[src/rtl/updn_ctr_pkg.sv]
package updn_ctr_pkg;

    typedef enum logic [1:0] {
        OP_HOLD = 2'd0,
        OP_LOAD = 2'd1,
        OP_INC  = 2'd2,
        OP_DEC  = 2'd3
    } ctr_op_e;

    typedef struct packed {
        logic load_n;
        logic cen_par_n;
        logic cen_trk_n;
        logic up;
    } ctr_ctl_t;

    // Load beats counting; counting needs both active-low enables.
    function automatic ctr_op_e pick_op(input ctr_ctl_t c);
        if (!c.load_n)
            return OP_LOAD;
        else if (c.cen_par_n || c.cen_trk_n)
            return OP_HOLD;
        else if (c.up)
            return OP_INC;
        else
            return OP_DEC;
    endfunction

endpackage

[src/rtl/updn_ctr_mode.sv]
module updn_ctr_mode
    import updn_ctr_pkg::*;
(
    input  ctr_ctl_t ctl,
    output ctr_op_e  op
);
    always_comb op = pick_op(ctl);
endmodule

[src/rtl/updn_ctr_next.sv]
module updn_ctr_next
    import updn_ctr_pkg::*;
#(
    parameter int W = 4
) (
    input  logic [W-1:0] cur,
    input  logic [W-1:0] din,
    input  ctr_op_e      op,
    output logic [W-1:0] nxt
);
    localparam logic [W-1:0] ONE = {{(W-1){1'b0}}, 1'b1};

    always_comb begin
        unique case (op)
            OP_LOAD: nxt = din;
            OP_INC:  nxt = cur + ONE;   // wraps modulo 2^W
            OP_DEC:  nxt = cur - ONE;
            default: nxt = cur;
        endcase
    end
endmodule

[src/rtl/updn_ctr_tc.sv]
module updn_ctr_tc #(
    parameter int W = 4
) (
    input  logic [W-1:0] cur,
    input  logic         up,
    input  logic         cen_trk_n,
    output logic         tc_n
);
    logic at_top;
    logic at_bottom;

    always_comb begin
        at_top    = &cur;
        at_bottom = ~|cur;
        tc_n      = ~(~cen_trk_n & (up ? at_top : at_bottom));
    end
endmodule

[src/rtl/updn_cascade_ctr.sv]
module updn_cascade_ctr
    import updn_ctr_pkg::*;
#(
    parameter int W = 4
) (
    input  logic         clk,
    input  logic         rst,
    input  logic         load_n,
    input  logic         cen_par_n,
    input  logic         cen_trk_n,
    input  logic         up,
    input  logic [W-1:0] din,
    output logic [W-1:0] q,
    output logic         tc_n
);
    ctr_ctl_t     ctl;
    ctr_op_e      op;
    logic [W-1:0] cnt_q;
    logic [W-1:0] cnt_d;

    assign ctl = '{load_n: load_n, cen_par_n: cen_par_n,
                   cen_trk_n: cen_trk_n, up: up};

    updn_ctr_mode u_mode (
        .ctl (ctl),
        .op  (op)
    );

    updn_ctr_next #(.W(W)) u_next (
        .cur (cnt_q),
        .din (din),
        .op  (op),
        .nxt (cnt_d)
    );

    always_ff @(posedge clk) begin
        if (rst)
            cnt_q <= '0;
        else
            cnt_q <= cnt_d;
    end

    updn_ctr_tc #(.W(W)) u_tc (
        .cur       (cnt_q),
        .up        (up),
        .cen_trk_n (cen_trk_n),
        .tc_n      (tc_n)
    );

    assign q = cnt_q;
endmodule

[config.mk]
export PLATFORM = sky130hd
export DESIGN_NAME = updn_cascade_ctr
export DESIGN_NICKNAME = d
export VERILOG_FILES = /design/src/rtl/updn_ctr_pkg.sv /design/src/rtl/updn_ctr_mode.sv /design/src/rtl/updn_ctr_next.sv /design/src/rtl/updn_ctr_tc.sv /design/src/rtl/updn_cascade_ctr.sv
export SDC_FILE = /design/constraint.sdc
export NUM_CORES = 1
export LEC_CHECK = 0
export BUFFER_PORTS_ARGS = -buffer_cell sky130_fd_sc_hd__clkbuf_2
export CORE_AREA = 2 2 39 41
export CTS_CLUSTER_DIAMETER = 60
export CTS_CLUSTER_SIZE = 8
export DETAILED_ROUTE_END_ITERATION = 6
export DIE_AREA = 0 0 41 43
export REMOVE_ABC_BUFFERS = 1
export SYNTH_ARGS = -nofsm -noshare
export SYNTH_HDL_FRONTEND = slang
export SYNTH_HIERARCHICAL = 1
export SYNTH_SLANG_ARGS = --single-unit
[constraint.sdc]
create_clock -name clk -period 2.1 [get_ports clk]
set_clock_uncertainty 0.05 [all_clocks]
set_input_delay 0.315 -clock clk [delete_from_list [all_inputs] [get_ports clk]]
set_output_delay 0.315 -clock clk [all_outputs]
set_load 0.01 [all_outputs]
Word level (Yosys, flattened, before mapping). Cells that the tools add are included.

Memories: 0. Input bits: 10. Output and inout bits: 5. Bits in latches: 0. Bits in read-only memories: 0. Register bits after elaboration: 4. Memory bits (writable): 0.

Reduce and logical (&&, ||, !) cells: 5. Mux-type cells: 5. Magnitude comparators: 0. Add/sub/neg operators: 2. Shift-type cells: 0. Multipliers: 0. Bitwise operators: 3. Div/mod/pow operators: 0. Equal/unequal tests: 3.

Operators with widths (number): 4-bit one-hot mux with 3 select lines (1); 4-bit by 1-bit adder with 4-bit output (second input constant) (1); 2-bit equality test (second input constant) (2); 2-bit 2-to-1 mux (2); 4-bit AND reduction (1); 4-bit OR reduction (1); 4-bit by 1-bit subtractor with 4-bit output (second input constant) (1); 3-bit nonzero test (1); 2-bit by 1-bit equality test with 1-bit output (second input constant) (1); 1-bit 2-to-1 mux (2); 1-bit NOT (2); 1-bit bitwise AND (1); 1-bit zero test (1); 1-bit logical OR (1).

Longest topological paths before layout.
Depth in word-level cells: 5. Depth in mapped cells: 10. Mapped depth without buffers: 9.

Cells and area by module. The synthesis kept the hierarchy.

By module, submodules not included: updn_ctr_next (area each 216.5 µm², times used 1, cells an instance 33, seq. area each 0.0 µm²); updn_cascade_ctr (area each 105.1 µm², times used 1, cells an instance 8, seq. area each 80.1 µm²); updn_ctr_tc (area each 38.8 µm², times used 1, cells an instance 5, seq. area each 0.0 µm²); updn_ctr_mode (area each 20.0 µm², times used 1, cells an instance 2, seq. area each 0.0 µm²).

Worst setup path after synthesis. OpenSTA, ideal clock, no wires.

Path type: in2reg. Start point: input cen_trk_n. End point: register cnt_q[3] (netlist: q[3]). Library setup time: 0.114 ns. Path slack: 0.229 ns. Arrival time: 1.707 ns. Stages on the path: 9. Cells stage by stage: o31ai_2 > buf_6 > nand2_1 > inv_1 > ha_1 > nor2_1 > a21oi_1 > o311a_1 > nor2b_1.

Cells in the longest elaborated chain, start to end: 5. Elaborated cells on any way between the ends: 8.

RTL lines: start, declared (line updn_cascade_ctr.sv:10) `input logic cen_trk_n,`; 1-bit logical OR * (line updn_ctr_pkg.sv:21) `else if (c.cen_par_n || c.cen_trk_n)`; 2-bit 2-to-1 mux * (line updn_ctr_pkg.sv:21); 2-bit 2-to-1 mux * (line updn_ctr_pkg.sv:19) `if (!c.load_n)`; 2-bit equality test / 2-bit by 1-bit equality test with 1-bit output (equally long branches) (line updn_ctr_next.sv:14) `unique case (op)`; 4-bit one-hot mux with 3 select lines * (line updn_ctr_next.sv:14); net cnt_d[3] (line updn_cascade_ctr.sv:19) `logic [W-1:0] cnt_d;`; end signal, assigned (line updn_cascade_ctr.sv:40) `cnt_q <= cnt_d;`; end, declared (line updn_cascade_ctr.sv:18) `logic [W-1:0] cnt_q;`.

Mark *: on every way through the listed nets, which the timed path passes. The rest lies on a longest branch. A chain may end at the register's enable or synchronous reset.

Final worst setup path.
Start point: input cen_trk_n. End point: register cnt_q[3] (netlist: q[3]).

Cells in the longest elaborated chain, start to end: 5. Elaborated cells on any way between the ends: 8.

RTL lines: 1-bit logical OR * (line updn_ctr_pkg.sv:21); 2-bit 2-to-1 mux * (line updn_ctr_pkg.sv:21); 2-bit 2-to-1 mux * (line updn_ctr_pkg.sv:19); net op[1] (line updn_cascade_ctr.sv:17) `ctr_op_e op;`; 2-bit equality test / 2-bit by 1-bit equality test with 1-bit output (equally long branches) (line updn_ctr_next.sv:14); 4-bit one-hot mux with 3 select lines * (line updn_ctr_next.sv:14); net cnt_d[3] (line updn_cascade_ctr.sv:19).

Marked as above.

==> out/metrics.cfg <==
[run_status]
status = finished clean

[placed_design]
placed_cells = 78
place.gp.congestion = 0.643
dp.final_hpwl_um = 659
place_area_um2 = 467
dp_slack_ns = 0.122
portBuffers = 14

[timing]
setup_viol = 0
maxSlewHeadroom_pct = 77.2
worst_slew_pin_slew_ns = 0.342
rsz0062_at_grt = no
min_period_ns = 1.74
finalHoldViolCount = 0
setup_tns_ns = 0
fmax_mhz = 574
timing.final.crit_share_pct = 83.0
timing.final.ws_setup_ns = 0.358
drv_slew = 0

[final_layout]
synthToLayoutAreaGrowth_pct = 28.6
fill_cells = 163
final_area_um2 = 489
largest_reg_flops = 4
antennaDiodeCount = 0
layout-drive-gt1-share_pct = 33.8
layoutNonFillerInstCount = 81
final_nets = 79

[worst_setup_path]
worst-path-buf-inv = 2
critical_path.slowest_cell = o311a_1
end_kind = register
arrival_ns = 1.82
crit_path_max_incr_delay_ns = 0.29
worstPathRequired_ns = 2.18
setup.worst_path.class = in2reg
crit_chain = clkbuf_2, nor3b_1, nand2_1, inv_1, ha_1, nor2_1, a21oi_1, o311a_1, nor2b_1
critPathTopFamily = simple AND/OR/NAND/NOR gates
start_kind = input pin
cp_max_fo = 4

[synth]
synth_fa_ha_area_share_pct = 6.58
synth-simple-area-share_pct = 31.3
synth.distinct_cells = 24
postSynthAreaPerCell_um2 = 7.92
syn-cell-area_um2 = 380
synth_compound_area_share_pct = 24.3
synthXorXnorAreaFrac_pct = 4.61
yosysWarnings = 6
synth_top_family_by_area = simple AND/OR/NAND/NOR gates
syn_inst = 48
muxShareOfSynthArea_pct = 5.26
seq_area_frac_synth_pct = 21.1
ys_ff_latch = 4

[grt]
grtUsageTotal_pct = 12.0
antenna_found_initial = 0
grt_remaining_overflow = 0
grt_max_degree = 11
grt_pass1_vias = 347
grt_pass1_wl_um = 1430

[clocking]
h-tree-depth = 1
cts_resized = 0
cts_setup_buffers = 0
holdBufCountCts = 0
insertion_delay_ns = 0.24
clk_pin_slew_ns = 0.04
cts_tree = done
clk_path_buf_depth = 2
cts_buffers = 3
cts.sinks = 4
root_buffer = clkbuf_4

[floorplanning]
initial_core_util_pct = 27.5
die_w_um = 41
io_pins = 15
die_area_um2 = 1760
rows = 14
core_um2 = 1380
dieHeight_um = 43

[route]
wl_um = 887
first_pass_iters = 4
num_vias = 404
detail_route.iter0.violations = 12
drc = 0
ant_nets = 0
viasPerCell = 4.99
wire_per_inst_um = 11.0

[power_and_ir_drop]
irDropWorstVdd_v = 0.000207
p_leak_nw = 0.218
power_density_nw_per_um2 = 547

[run]
cap_violations = 0

[min_path]
hp-class = in2reg

## cells in the mapped netlist
library cell  instances  area (µm²)
nor2b_1               6        37.5
nor4_2                1        12.5
o21ai_1               1        5.00
a21oi_1               4        20.0
nand3_1               1        5.00
mux2i_1               2        20.0
dfxtp_1               4        80.1
buf_4                 1        7.51
ha_1                  2        25.0
o211ai_1              1        7.51
xnor2_1               2        17.5
nor3b_1               2        15.0
a22oi_1               1        7.51
nor2_1                4        15.0
o31ai_2               1        12.5
a211oi_1              1        7.51
a211oi_2              1        12.5
nor3_1                2        10.0
o21ai_0               2        10.0
inv_1                 2        7.51
and4_1                1        8.76
buf_6                 1        11.3
o311a_1               1        10.0
nand2_1               4        15.0
## final timing paths
check,start,endpoint,slack [ns],cells past startpoint
max,cen_trk_n,q[3],0.36,9
min,rst,q[3],0.25,2
max reg2reg,q[1],q[2],0.62,7
min reg2reg,q[0],q[0],0.67,2
## cell families after synthesis
logic type | after synthesis
adders and majority gates | 2
xor gates and xnor gates | 2
muxes | 2
DFF | 4
AOI/OAI and AO/OA | 13
buffers and inverters | 4
and+or+nand+nor | 21
## layer usage
metal / GRT usage, % / share of wire, % / vias to the layer above
li1: - / - / 209
met1: 13.5 / 47 / 179
met2: 18.4 / 46 / 16
met3: 3.14 / 7.3 / 0
met4: 8.00 / 0 / 0
met5: 0 / 0 / -
## stage by stage
step	total power, mW	hold WS (ns)	util [%]
6_report	0.268	0.247	35.4
5_1_grt	0.284	0.261	35.4
4_1_cts	0.270	0.246	35.4
3_5_place_dp	0.171	0.495	33.7
3_3_place_gp	0.170	0.492	33.7
2_1_floorplan	0.141	0.337	-
## layout by cell type (no fill, tap or decap), types with 2 or more instances in the layout
cell / synthesis / routed
clkbuf_4: 0 / 3
buf_4: 1 / 2
a21oi_1: 4 / 4
clkbuf_2: 0 / 14
ha_1: 2 / 2
dfxtp_1: 4 / 4
nor2_1: 4 / 4
nor3b_1: 2 / 2
o21ai_0: 2 / 2
nor2b_1: 6 / 6
mux2i_1: 2 / 2
xnor2_1: 2 / 2
nand2_1: 4 / 4
inv_1: 2 / 2
nor3_1: 2 / 2
## power by group
| part | leakage, nW | total [mW] | internal [mW] | switching [mW] |
|---|---|---|---|---|
| Combinational | 0.171 | 0.0743 | 0.0398 | 0.0345 |
| Clock | 0.0138 | 0.0980 | 0.0641 | 0.0339 |
| Sequential | 0.0331 | 0.0956 | 0.0825 | 0.0131 |
## final cells by class
type | count | area, µm² | share of cell area, %
clock buffers | 3 | 22.5 | 4.60
inverters | 2 | 7.51 | 1.53
multi-input cells | 40 | 274 | 56.0
flip-flops and latches | 4 | 80.1 | 16.4
well taps | 16 | 20.0 | 4.09
repair buffers | 16 | 85.1 | 17.4
(Power assumes the default switching activity.)
